==> src/rtl/pwm10_pkg.sv <==
// pwm10_pkg: register map, control bit positions and time-base constants
// shared by the PWM generator modules. Assumes an 8-bit-or-wider write bus.
package pwm10_pkg;

    typedef enum logic [1:0] {
        ADDR_PERIOD  = 2'd0,
        ADDR_DUTY_HI = 2'd1,
        ADDR_CTRL    = 2'd2,
        ADDR_SPARE   = 2'd3
    } reg_addr_e;

    localparam int CTRL_EN_BIT  = 2;   // run enable
    localparam int CTRL_DLO_BIT = 4;   // lower duty bits start here (two bits)
    localparam int SUB_W        = 2;   // sub-count width
    localparam int MAX_PRE_LOG2 = 4;   // largest prescale is 16
    localparam int DIV_W        = SUB_W + MAX_PRE_LOG2;

    // Prescale select to log2 of the prescale factor: 00->1, 01->4, 1x->16
    function automatic logic [2:0] pre_log2(input logic [1:0] sel);
        case (sel)
            2'b00:   return 3'd0;
            2'b01:   return 3'd2;
            default: return 3'd4;
        endcase
    endfunction

endpackage

==> src/rtl/pwm10_regs.sv <==
// pwm10_regs: software-visible registers (period, upper duty, control).
// It also gives the duty value as it stands after the current edge, so a
// write and a reload in the same clock see the newest data. It flags the
// start (enable rising) and stop (enable written 0) events.
// Assumes one write per clock and that TMR_W is at least 6.
module pwm10_regs
    import pwm10_pkg::*;
#(
    parameter int TMR_W = 8
) (
    input  logic                   clk,
    input  logic                   rst_n,
    input  logic                   wr_en,
    input  logic [1:0]             wr_addr,
    input  logic [TMR_W-1:0]       wr_data,
    output logic [TMR_W-1:0]       period,
    output logic [TMR_W+SUB_W-1:0] duty_nxt,
    output logic                   run,
    output logic [1:0]             psel,
    output logic                   start,
    output logic                   stop
);
    logic             wr_per, wr_dhi, wr_ctl;
    logic [TMR_W-1:0] per_q, dhi_q;
    logic [SUB_W-1:0] dlo_q;
    logic             en_q;
    logic [1:0]       psel_q;

    // Decode the addressed register for this clock's write
    always_comb begin
        wr_per = wr_en && (wr_addr == ADDR_PERIOD);
        wr_dhi = wr_en && (wr_addr == ADDR_DUTY_HI);
        wr_ctl = wr_en && (wr_addr == ADDR_CTRL);
    end

    // Register storage, updated on a decoded write
    always_ff @(posedge clk) begin
        if (!rst_n) begin
            per_q  <= '0;
            dhi_q  <= '0;
            dlo_q  <= '0;
            en_q   <= 1'b0;
            psel_q <= 2'b00;
        end else begin
            if (wr_per) per_q <= wr_data;
            if (wr_dhi) dhi_q <= wr_data;
            if (wr_ctl) begin
                dlo_q  <= wr_data[CTRL_DLO_BIT +: SUB_W];
                en_q   <= wr_data[CTRL_EN_BIT];
                psel_q <= wr_data[1:0];
            end
        end
    end

    // Duty value including any write landing on this edge
    always_comb begin
        duty_nxt = {wr_dhi ? wr_data : dhi_q,
                    wr_ctl ? wr_data[CTRL_DLO_BIT +: SUB_W] : dlo_q};
    end

    assign period = per_q;
    assign run    = en_q;
    assign psel   = psel_q;
    assign start  = wr_ctl && wr_data[CTRL_EN_BIT] && !en_q;
    assign stop   = wr_ctl && !wr_data[CTRL_EN_BIT];

endmodule

==> src/rtl/pwm10_timebase.sv <==
// pwm10_timebase: prescale divider and period timer. The divider counts
// 4*N clocks per timer step, and its top two active bits form the sub-count.
// The timer wraps to zero after the step in which it equals the period.
// Both counters are held at zero while stopped. Also provides the
// time-base value that the next edge will produce, for exact compares.
module pwm10_timebase
    import pwm10_pkg::*;
#(
    parameter int TMR_W = 8
) (
    input  logic                   clk,
    input  logic                   rst_n,
    input  logic                   run,
    input  logic [1:0]             psel,
    input  logic [TMR_W-1:0]       period,
    output logic [TMR_W-1:0]       tmr,
    output logic [SUB_W-1:0]       sub,
    output logic                   wrap,
    output logic [TMR_W+SUB_W-1:0] nxt_tb
);
    localparam logic [2:0] MAXL = 3'(MAX_PRE_LOG2);

    logic [DIV_W-1:0] div_q, div_nx, lim;
    logic [TMR_W-1:0] tmr_q, tmr_nx;
    logic [2:0]       shft;
    logic             term;

    // Divider limit and step detection for the selected prescale
    always_comb begin
        shft = pre_log2(psel);
        lim  = {DIV_W{1'b1}} >> (MAXL - shft);
        term = (div_q == lim);
        wrap = run && term && (tmr_q == period);
    end

    // Next-state values for the divider and the timer
    always_comb begin
        div_nx = term ? '0 : div_q + 1'b1;
        if (wrap)      tmr_nx = '0;
        else if (term) tmr_nx = tmr_q + 1'b1;
        else           tmr_nx = tmr_q;
        nxt_tb = {tmr_nx, SUB_W'(div_nx >> shft)};
    end

    // Counter registers, cleared while stopped
    always_ff @(posedge clk) begin
        if (!rst_n || !run) begin
            div_q <= '0;
            tmr_q <= '0;
        end else begin
            div_q <= div_nx;
            tmr_q <= tmr_nx;
        end
    end

    assign tmr = tmr_q;
    assign sub = SUB_W'(div_q >> shft);

endmodule

==> src/rtl/pwm10_duty.sv <==
// pwm10_duty: shadow duty register and output set/reset latch. At start or
// period wrap it loads the shadow and sets the output unless the new duty is
// zero. It clears the output on the edge that brings the time base to the
// shadow value. A stop write forces the output low before anything else.
module pwm10_duty #(
    parameter int DUTY_W = 10
) (
    input  logic              clk,
    input  logic              rst_n,
    input  logic              run,
    input  logic              start,
    input  logic              stop,
    input  logic              wrap,
    input  logic [DUTY_W-1:0] duty_nxt,
    input  logic [DUTY_W-1:0] nxt_tb,
    output logic              pwm,
    output logic [DUTY_W-1:0] shadow
);
    logic              out_q;
    logic [DUTY_W-1:0] shd_q;

    // Shadow reload and output latch, with stop taking priority
    always_ff @(posedge clk) begin
        if (!rst_n) begin
            out_q <= 1'b0;
            shd_q <= '0;
        end else if (stop) begin
            out_q <= 1'b0;
        end else if (start || wrap) begin
            shd_q <= duty_nxt;
            out_q <= (duty_nxt != '0);
        end else if (run && (nxt_tb == shd_q)) begin
            out_q <= 1'b0;
        end
    end

    assign pwm    = out_q;
    assign shadow = shd_q;

endmodule

==> src/rtl/pwm10_gen.sv <==
// pwm10_gen: top of the double-buffered 10-bit PWM generator. Connects the
// register file, the time base and the shadow/output stage. Assumes a
// single clock domain and synchronous active-low reset.
module pwm10_gen
    import pwm10_pkg::*;
#(
    parameter int TMR_W = 8
) (
    input  logic             clk,
    input  logic             rst_n,
    input  logic             wr_en,
    input  logic [1:0]       wr_addr,
    input  logic [TMR_W-1:0] wr_data,
    output logic             pwm_out
);
    localparam int DUTY_W = TMR_W + SUB_W;

    logic [TMR_W-1:0]  period_w, tmr_q;
    logic [DUTY_W-1:0] duty_nxt_w, nxt_tb_w, shadow_q;
    logic [SUB_W-1:0]  sub_w;
    logic [1:0]        psel_w;
    logic              en_q, start_w, stop_w, wrap_w;

    pwm10_regs #(.TMR_W(TMR_W)) u_regs (
        .clk      (clk),
        .rst_n    (rst_n),
        .wr_en    (wr_en),
        .wr_addr  (wr_addr),
        .wr_data  (wr_data),
        .period   (period_w),
        .duty_nxt (duty_nxt_w),
        .run      (en_q),
        .psel     (psel_w),
        .start    (start_w),
        .stop     (stop_w)
    );

    pwm10_timebase #(.TMR_W(TMR_W)) u_tb (
        .clk    (clk),
        .rst_n  (rst_n),
        .run    (en_q),
        .psel   (psel_w),
        .period (period_w),
        .tmr    (tmr_q),
        .sub    (sub_w),
        .wrap   (wrap_w),
        .nxt_tb (nxt_tb_w)
    );

    pwm10_duty #(.DUTY_W(DUTY_W)) u_duty (
        .clk      (clk),
        .rst_n    (rst_n),
        .run      (en_q),
        .start    (start_w),
        .stop     (stop_w),
        .wrap     (wrap_w),
        .duty_nxt (duty_nxt_w),
        .nxt_tb   (nxt_tb_w),
        .pwm      (pwm_out),
        .shadow   (shadow_q)
    );

endmodule

==> config.mk <==
export PLATFORM = sky130hd
export DESIGN_NAME = pwm10_gen
export DESIGN_NICKNAME = d
export VERILOG_FILES = /design/src/rtl/pwm10_pkg.sv /design/src/rtl/pwm10_regs.sv /design/src/rtl/pwm10_timebase.sv /design/src/rtl/pwm10_duty.sv /design/src/rtl/pwm10_gen.sv
export SDC_FILE = /design/constraint.sdc
export NUM_CORES = 1
export LEC_CHECK = 0
export BUFFER_PORTS_ARGS = -buffer_cell sky130_fd_sc_hd__buf_2
export CAP_MARGIN = 0
export CORE_AREA = 3 3 71 79
export CTS_CLUSTER_SIZE = 10
export DETAILED_ROUTE_END_ITERATION = 6
export DIE_AREA = 0 0 74 82
export MAX_ROUTING_LAYER = met4
export PLACE_DENSITY = 0.71
export SETUP_SLACK_MARGIN = 0.4
export SLEW_MARGIN = 20
export SYNTH_ARGS = -nofsm -noshare
export SYNTH_HDL_FRONTEND = slang
export SYNTH_SLANG_ARGS = --single-unit
export TNS_END_PERCENT = 100
==> constraint.sdc <==
create_clock -name clk -period 4.59 [get_ports clk]
set_clock_uncertainty 0.2 [all_clocks]
set_input_delay 0.2295 -clock clk [delete_from_list [all_inputs] [get_ports clk]]
set_output_delay 0.2295 -clock clk [all_outputs]
set_load 0.02 [all_outputs]
==> results by group, run 1 <==
Synth
  – Synth top area cells: dfxtp_1 (35%), mux2i_1 (8.7%), nor2b_1 (5.7%)
  – Distinct cell type count after synthesis: 57
  – Post-Syn Area: 2643 µm²
  – Syn Inst Count: 303
  – Ys flop type: dfxtp_1
  – Yosys top cell area share: 0.3485
  – Post-synth EDFFs: 0
  – Post-synth top cells: dfxtp_1 (46), nand2_1 (33), nor2b_1 (24)
  – Yosys reg bits: 46
  – Top-count cell post-synth: dfxtp_1
  – Syn_area_per_cell: 8.721 µm²
  – Post-synth ARST share: 0
  – Sequential fraction of the synthesis area: 0.3485
  – Yosys top cell by area: dfxtp_1
  – Syn_nets: 318
  – Synth warnings: 0

Min path
  – Hold Crit Class: in2reg

Critical path
  – Crit end category: register
  – Worst Setup Path Type: reg2reg
  – R2R cell count: 7
  – Startpoint types: register
  – Worst reg2reg startpoint: u_regs.psel[1]$_SDFFE_PN0P_
  – Critical path endpoint: u_duty.shadow[3]$_SDFFE_PN0P_
  – Critical path fanouts, max: 20
  – Worst Setup SP: u_regs.psel[1]$_SDFFE_PN0P_
  – Crit path required time: 4590 ps
  – Worst R2R Setup Slack: 1980 ps
  – CP Data Arrival Time: 2610 ps
  – FF-to-FF End: u_duty.shadow[3]$_SDFFE_PN0P_

Cells and area
  – Area growth from synthesis to layout: 5.445%
  – Final net count: 321
  – Non-Filler Instances: 365
  – Diodes inserted: 0
  – Layout cells sized above 1: 0.1270

CTS
  – Clock sinks: 46
  – Clock Latency Late Sink: 300 ps
  – Clk slew on worst S/H paths: 90 ps
  – CTS tree: yes
  – Root Driver: clkbuf_8
  – Post-CTS sizing: 0
  – Longest Clk Path Bufs: 2
  – CTS Buf Count: 5
  – Number of hold buffers added after cts: 0
  – Htree depth: 2
  – Setup repair bufs after CTS: 0

Floorplanning
  – Initial Util: 0.5321
  – DIE AREA: 6068 µm²
  – # rows: 27
  – Die width: 74 µm
  – Die H: 82 µm
  – Core area: 4966 µm²
  – IO Pins: 14

Global routing
  – First-pass GRT wire length: 9860 µm
  – Initial antenna violation count: 0
  – Vias in the first global route: 2074
  – Largest net degree at the start of global routing: 35
  – Congestion Overflow GR: 0
  – Total track usage: 0.2162

Placed design
  – Pre-CTS setup slack: 1704 ps
  – Port bufs: 13
  – Final HPWL DP: 4239 µm
  – Cells after DPL: 357
  – Gpl congestion: 0.9325

STA
  – Worst hold slack: 49.61 ps
  – Final worst path period share: 0.5683
  – # setup viols final: 0
  – Highest Clock Rate: 0.3833 GHz
  – Final Max Slew Viols: 0
  – Fin crit period: 2609 ps
  – Worst-margin pin slew: 683.6 ps
  – Final Hold Fails: 0
  – Unrepaired setup endpoints after global routing: no
  – Slack of the critical path: 1981 ps
  – Setup TNS: 0 ps
  – Worst slew margin: 0.5438

Flow run
  – Max-cap violation count: 0

Power
  – Pleak: 1.098 nW
  – Power density over the cells: 269.6 nW/µm²
  – VDD IR max: 0.2234 mV

Routing
  – Vias: 2170
  – Routed Antenna Nets: 0
  – Starting DRT DRC Count: 136
  – DRC Markers: 0
  – Average wire per standard cell: 15.88 µm
  – Total iterations of the first detailed-routing run: 6
  – Final Routed Wirelength: 5798 µm
  – DR vias/cell: 5.945

Outcome
  – Outcome: completed
==> cell usage in the layout (no fill, tap or decap), types with 5 or more instances in the layout <==
cell type	instances
xnor2_1	12
o21ai_0	11
nor2_1	17
mux2i_1	23
a31oi_1	7
o211a_1	11
nor4_1	5
nand2_1	33
nand3_1	9
buf_2	13
inv_1	8
nor2b_1	24
clkbuf_8	6
dfxtp_1	46
a21oi_1	8
nor3_1	6
==> state kept, by name (all words and copies together) (netlist names) <==
signal / cells
u_duty.pwm: 1
u_regs.run: 1
u_regs.period: 8
u_tb.tmr: 8
u_regs.psel: 2
u_duty.shadow: 10
u_tb.div_q: 6
u_regs.dlo_q: 2
u_regs.dhi_q: 8
==> power by group <==
part           leakage [nW]  switching, W  internal, W  total (W)
clock network        0.0489      0.000136     0.000125   0.000261
registers             0.373    0.00000903     0.000408   0.000417
logic                 0.676     0.0000392    0.0000335  0.0000728
total                  1.10      0.000185     0.000566   0.000751
==> worst min path at each step <==
stage                                  start                       endpoint  slack, ps  cells past startpoint
detailed placement  u_tb.div_q[0]$_SDFF_PP0_       u_tb.div_q[0]$_SDFF_PP0_        270                      1
CTS                               wr_data[6]  u_regs.period[6]$_SDFFE_PN0P_         40                      3
global route                      wr_data[6]  u_regs.period[6]$_SDFFE_PN0P_         50                      3
floorplan                              rst_n  u_regs.period[0]$_SDFFE_PN0P_        160                      1
global placement    u_tb.div_q[0]$_SDFF_PP0_       u_tb.div_q[0]$_SDFF_PP0_        260                      1
finish                            wr_data[6]  u_regs.period[6]$_SDFFE_PN0P_         50                      3
==> kinds of logic (layout without fill, tap and decap cells) <==
logic type | after synthesis | in the layout | synth area share
buffers and inverters | 27 | 31 | 0.05161
adder cells (fa/ha/maj) | 2 | 2 | 0.009468
flip-flops | 46 | 46 | 0.3485
AO/OA/AOI/OAI | 64 | 64 | 0.1913
multiplexers | 23 | 23 | 0.08712
AND/OR/NAND/NOR | 126 | 126 | 0.2623
XOR/XNOR | 15 | 15 | 0.04972
==> through the flow <==
step             util  total power, W  area, µm²
6_report       0.5611       0.0007512       2786
5_1_grt        0.5611       0.0007832       2786
4_1_cts        0.5606       0.0007574       2784
3_5_place_dp   0.5414       0.0004991       2689
3_3_place_gp   0.5414       0.0004975       2689
2_1_floorplan       -       0.0004770       2643
==> critical path: stages, from the launching register on <==
cell     delay, ps
dfxtp_1        390
or3_4          430
o21a_4         240
nor2_4         230
a21oi_1        160
nor2_2         580
nand2_1        120
o211a_1        150
==> layer usage <==
| layer | up-vias | wire length [µm] | track usage |
|---|---|---|---|
| met5 | - | 0 | - |
| met4 | 0 | 65 | 0.06522 |
| met3 | 7 | 297 | 0.03917 |
| met2 | 59 | 2894 | 0.3626 |
| met1 | 1018 | 2539 | 0.2630 |
| li1 | 1086 | - | - |
==> final cells by class <==
cell class	instances	area [µm²]
fillers	459	2180
multi-input cells	230	1588
flip-flops and latches	46	920.9
clock buffers	7	86.33
repair buffers	15	80.08
well taps	58	72.57
inverters	8	30.03
clock inverters	1	8.758
(Power assumes the default switching activity.)
==> run 2, diff against run 1 <==
--- a/config.mk
+++ b/config.mk
@@ -5,12 +5,13 @@
 export SDC_FILE = /design/constraint.sdc
 export NUM_CORES = 1
 export LEC_CHECK = 0
+export ABC_AREA = 1
 export BUFFER_PORTS_ARGS = -buffer_cell sky130_fd_sc_hd__buf_2
 export CAP_MARGIN = 0
-export CORE_AREA = 3 3 71 79
+export CORE_AREA = 3 3 69 77
 export CTS_CLUSTER_SIZE = 10
 export DETAILED_ROUTE_END_ITERATION = 6
-export DIE_AREA = 0 0 74 82
+export DIE_AREA = 0 0 72 80
 export MAX_ROUTING_LAYER = met4
 export PLACE_DENSITY = 0.71
 export SETUP_SLACK_MARGIN = 0.4
==> constraint.sdc (replaced) <==
create_clock -name clk -period 2.6 [get_ports clk]
set_clock_uncertainty 0.2 [all_clocks]
set_input_delay 0.13 -clock clk [delete_from_list [all_inputs] [get_ports clk]]
set_output_delay 0.13 -clock clk [all_outputs]
set_load 0.02 [all_outputs]
==> results by group, run 2 <==
Outcome
  – Outcome: completed

Cells and area
  – Most frequent cells in the layout: nand2_1 (117), inv_1 (52), nor2_1 (42), dfxtp_1 (37), o21ai_0 (28)
  – Final net count: 424
  – Layout cells sized above 1: 0.1585
  – Final core utilization: 0.6178
  – Layout fillers: 451
  – Area growth from synthesis to layout: 14.91%
  – Total area of sequential cells: 939.7 µm²
  – Multi-input gate area: 1343 µm²
  – Commonest non-fill, non-tap cell in the layout: nand2_1
  – Max reg flops: 10
  – Diodes inserted: 0

STA
  – Worst slew margin: 0.6674
  – Final Hold Fails: 0
  – Fin crit period: 2057 ps
  – Setup TNS: 0 ps
  – Unrepaired setup endpoints after global routing: no
  – Highest Clock Rate: 0.4861 GHz
  – # setup viols final: 0
  – Worst hold slack: 12.30 ps
  – Final worst path period share: 0.7912
  – Final Max Slew Viols: 0
  – Worst-margin pin slew: 497.7 ps

Synth
  – Yosys top cell area share: 0.3682
  – Post-synth top cells: nand2_1 (120), inv_1 (53), dfxtp_1 (46)
  – Post-synth ARST share: 0
  – Syn_nets: 399
  – Yosys reg bits: 46
  – Synth top area cells: dfxtp_1 (37%), nand2_1 (18%), inv_1 (8.0%)
  – Distinct cell type count after synthesis: 30
  – Yosys top cell by area: dfxtp_1
  – Syn_area_per_cell: 6.513 µm²
  – Sequential fraction of the synthesis area: 0.3682
  – Top-count cell post-synth: nand2_1
  – Synth warnings: 0
  – Syn Inst Count: 384
  – Ys flop type: dfxtp_1
  – Post-synth EDFFs: 0
  – Post-Syn Area: 2501 µm²

CTS
  – Htree depth: 2
  – Longest Clk Path Bufs: 2
  – Root Driver: clkbuf_8
  – Clock sinks: 46
  – Clk slew on worst S/H paths: 80 ps
  – CTS Buf Count: 5
  – CTS tree: yes
  – Clock Latency Late Sink: 290 ps

Routing
  – Total iterations of the first detailed-routing run: 4
  – Starting DRT DRC Count: 108
  – DR vias/cell: 4.953
  – Average wire per standard cell: 12.00 µm
  – Final Routed Wirelength: 5593 µm
  – Vias: 2308
  – DRC Markers: 0
  – Routed Antenna Nets: 0

Flow run
  – Max-cap violation count: 0

Floorplanning
  – Initial Util: 0.5377
  – # rows: 26
  – Die width: 72 µm
  – DIE AREA: 5760 µm²
  – Core area: 4652 µm²
  – IO Pins: 14
  – Die H: 80 µm

Placed design
  – Gpl congestion: 0.8906
  – Port bufs: 13
  – Final HPWL DP: 4231 µm

Critical path
  – Worst Setup SP: u_regs.psel[1]$_SDFFE_PN0P_
  – Critical path fanouts, max: 8
  – Slowest CP cell: dfxtp_2
  – Crit path required time: 2590 ps
  – Startpoint types: register
  – Max incr delay on CP: 380 ps
  – CP Data Arrival Time: 2050 ps
  – Crit end category: register
  – Worst reg2reg startpoint: u_regs.psel[1]$_SDFFE_PN0P_
  – Most numerous cell on the critical path: nand2_1
  – Worst-path cell chain: o21ai_1, nand2_2, inv_2, nand2_8, buf_4, nand2_1, nand2_1, nand2_2, nand2_1, nand2_1, nand2_1, nor2_1, nand3_1, nand2_1, a21oi_2
  – Worst Setup Path Type: reg2reg

Global routing
  – Vias in the first global route: 2175
  – First-pass GRT wire length: 9611 µm
  – Largest net degree at the start of global routing: 22
  – Total track usage: 0.2174
  – Initial antenna violation count: 0
  – Congestion Overflow GR: 0

Power
  – Pleak: 1.273 nW
  – VDD IR max: 0.4480 mV
  – Power density over the cells: 492.0 nW/µm²

Min path
  – Hold Crit Class: in2reg
  – Min-delay src: wr_data[5]
run 2: path summary, 6_finish.rpt:
check	end	slack, ps	cells past startpoint
worst max-delay path	u_duty.pwm$_SDFFE_PP0P_	540	15
worst min-delay path	u_regs.dlo_q[1]$_SDFF_PN0_	10	3
worst max register to register	u_duty.pwm$_SDFFE_PP0P_	540	15
worst min register to register	u_duty.shadow[9]$_SDFFE_PN0P_	270	2
run 2: cells by family (layout without fill, tap and decap cells):
| family | Yosys count | in the layout | share of synthesized area |
|---|---|---|---|
| compound gates | 54 | 54 | 0.1216 |
| mux | 2 | 2 | 0.008004 |
| fa+ha+maj | 2 | 2 | 0.01000 |
| buf+inv | 67 | 93 | 0.1161 |
| flops | 46 | 46 | 0.3682 |
| xor+xnor | 3 | 3 | 0.01051 |
| simple gates | 210 | 210 | 0.3657 |
run 2: per-layer routing:
metal	GRT usage	vias to the layer above	wire length (µm)
li1	-	1244	-
met4	0.07519	0	84
met5	-	-	0
met2	0.3805	35	2857
met1	0.2521	1021	2506
met3	0.03275	8	144
run 2: stage by stage:
step	cells	setup WS, ps	instance area (µm²)	power, W
global route	466	362.2	2874	0.001477
global placement	445	374.3	2579	0.0008970
finish	466	542.9	2874	0.001414
floorplan	384	720.3	2501	0.0008591
detailed placement	445	310.5	2579	0.0008999
CTS	461	416.6	2771	0.001425
run 2: layout make-up:
type	instances	area share
multi-input cells	271	0.4671
flip-flops and latches	46	0.3269
inverters	56	0.07314
repair buffers	29	0.07140
clock buffers	7	0.02656
well taps	56	0.02438
clock inverters	1	0.01045
run 2: what timing repair did:
action / in CTS / in global routing
hold buffers: 8 / 0
setup endpoints to repair: 3 / 5
gates resized for setup: 2 / 21
pin swaps: 1 / 3
setup buffers: 0 / 5
hold endpoints to repair: 10 / 0
run 2: worst max-delay path: cells and delay by family, from the launching register on:
family | cells | cell delay [ps]
DFF | 1 | 380
buffers and inverters | 2 | 280
and+or+nand+nor | 11 | 870
AOI/OAI and AO/OA | 2 | 230
run 2: where the power goes:
part | leakage, nW | internal (W) | total [W] | switching (W)
combinational | 0.841 | 0.0000613 | 0.000163 | 0.000102
sequential | 0.379 | 0.000723 | 0.000737 | 0.0000134
clock | 0.0524 | 0.000288 | 0.000514 | 0.000226
total | 1.27 | 0.00107 | 0.00141 | 0.000342
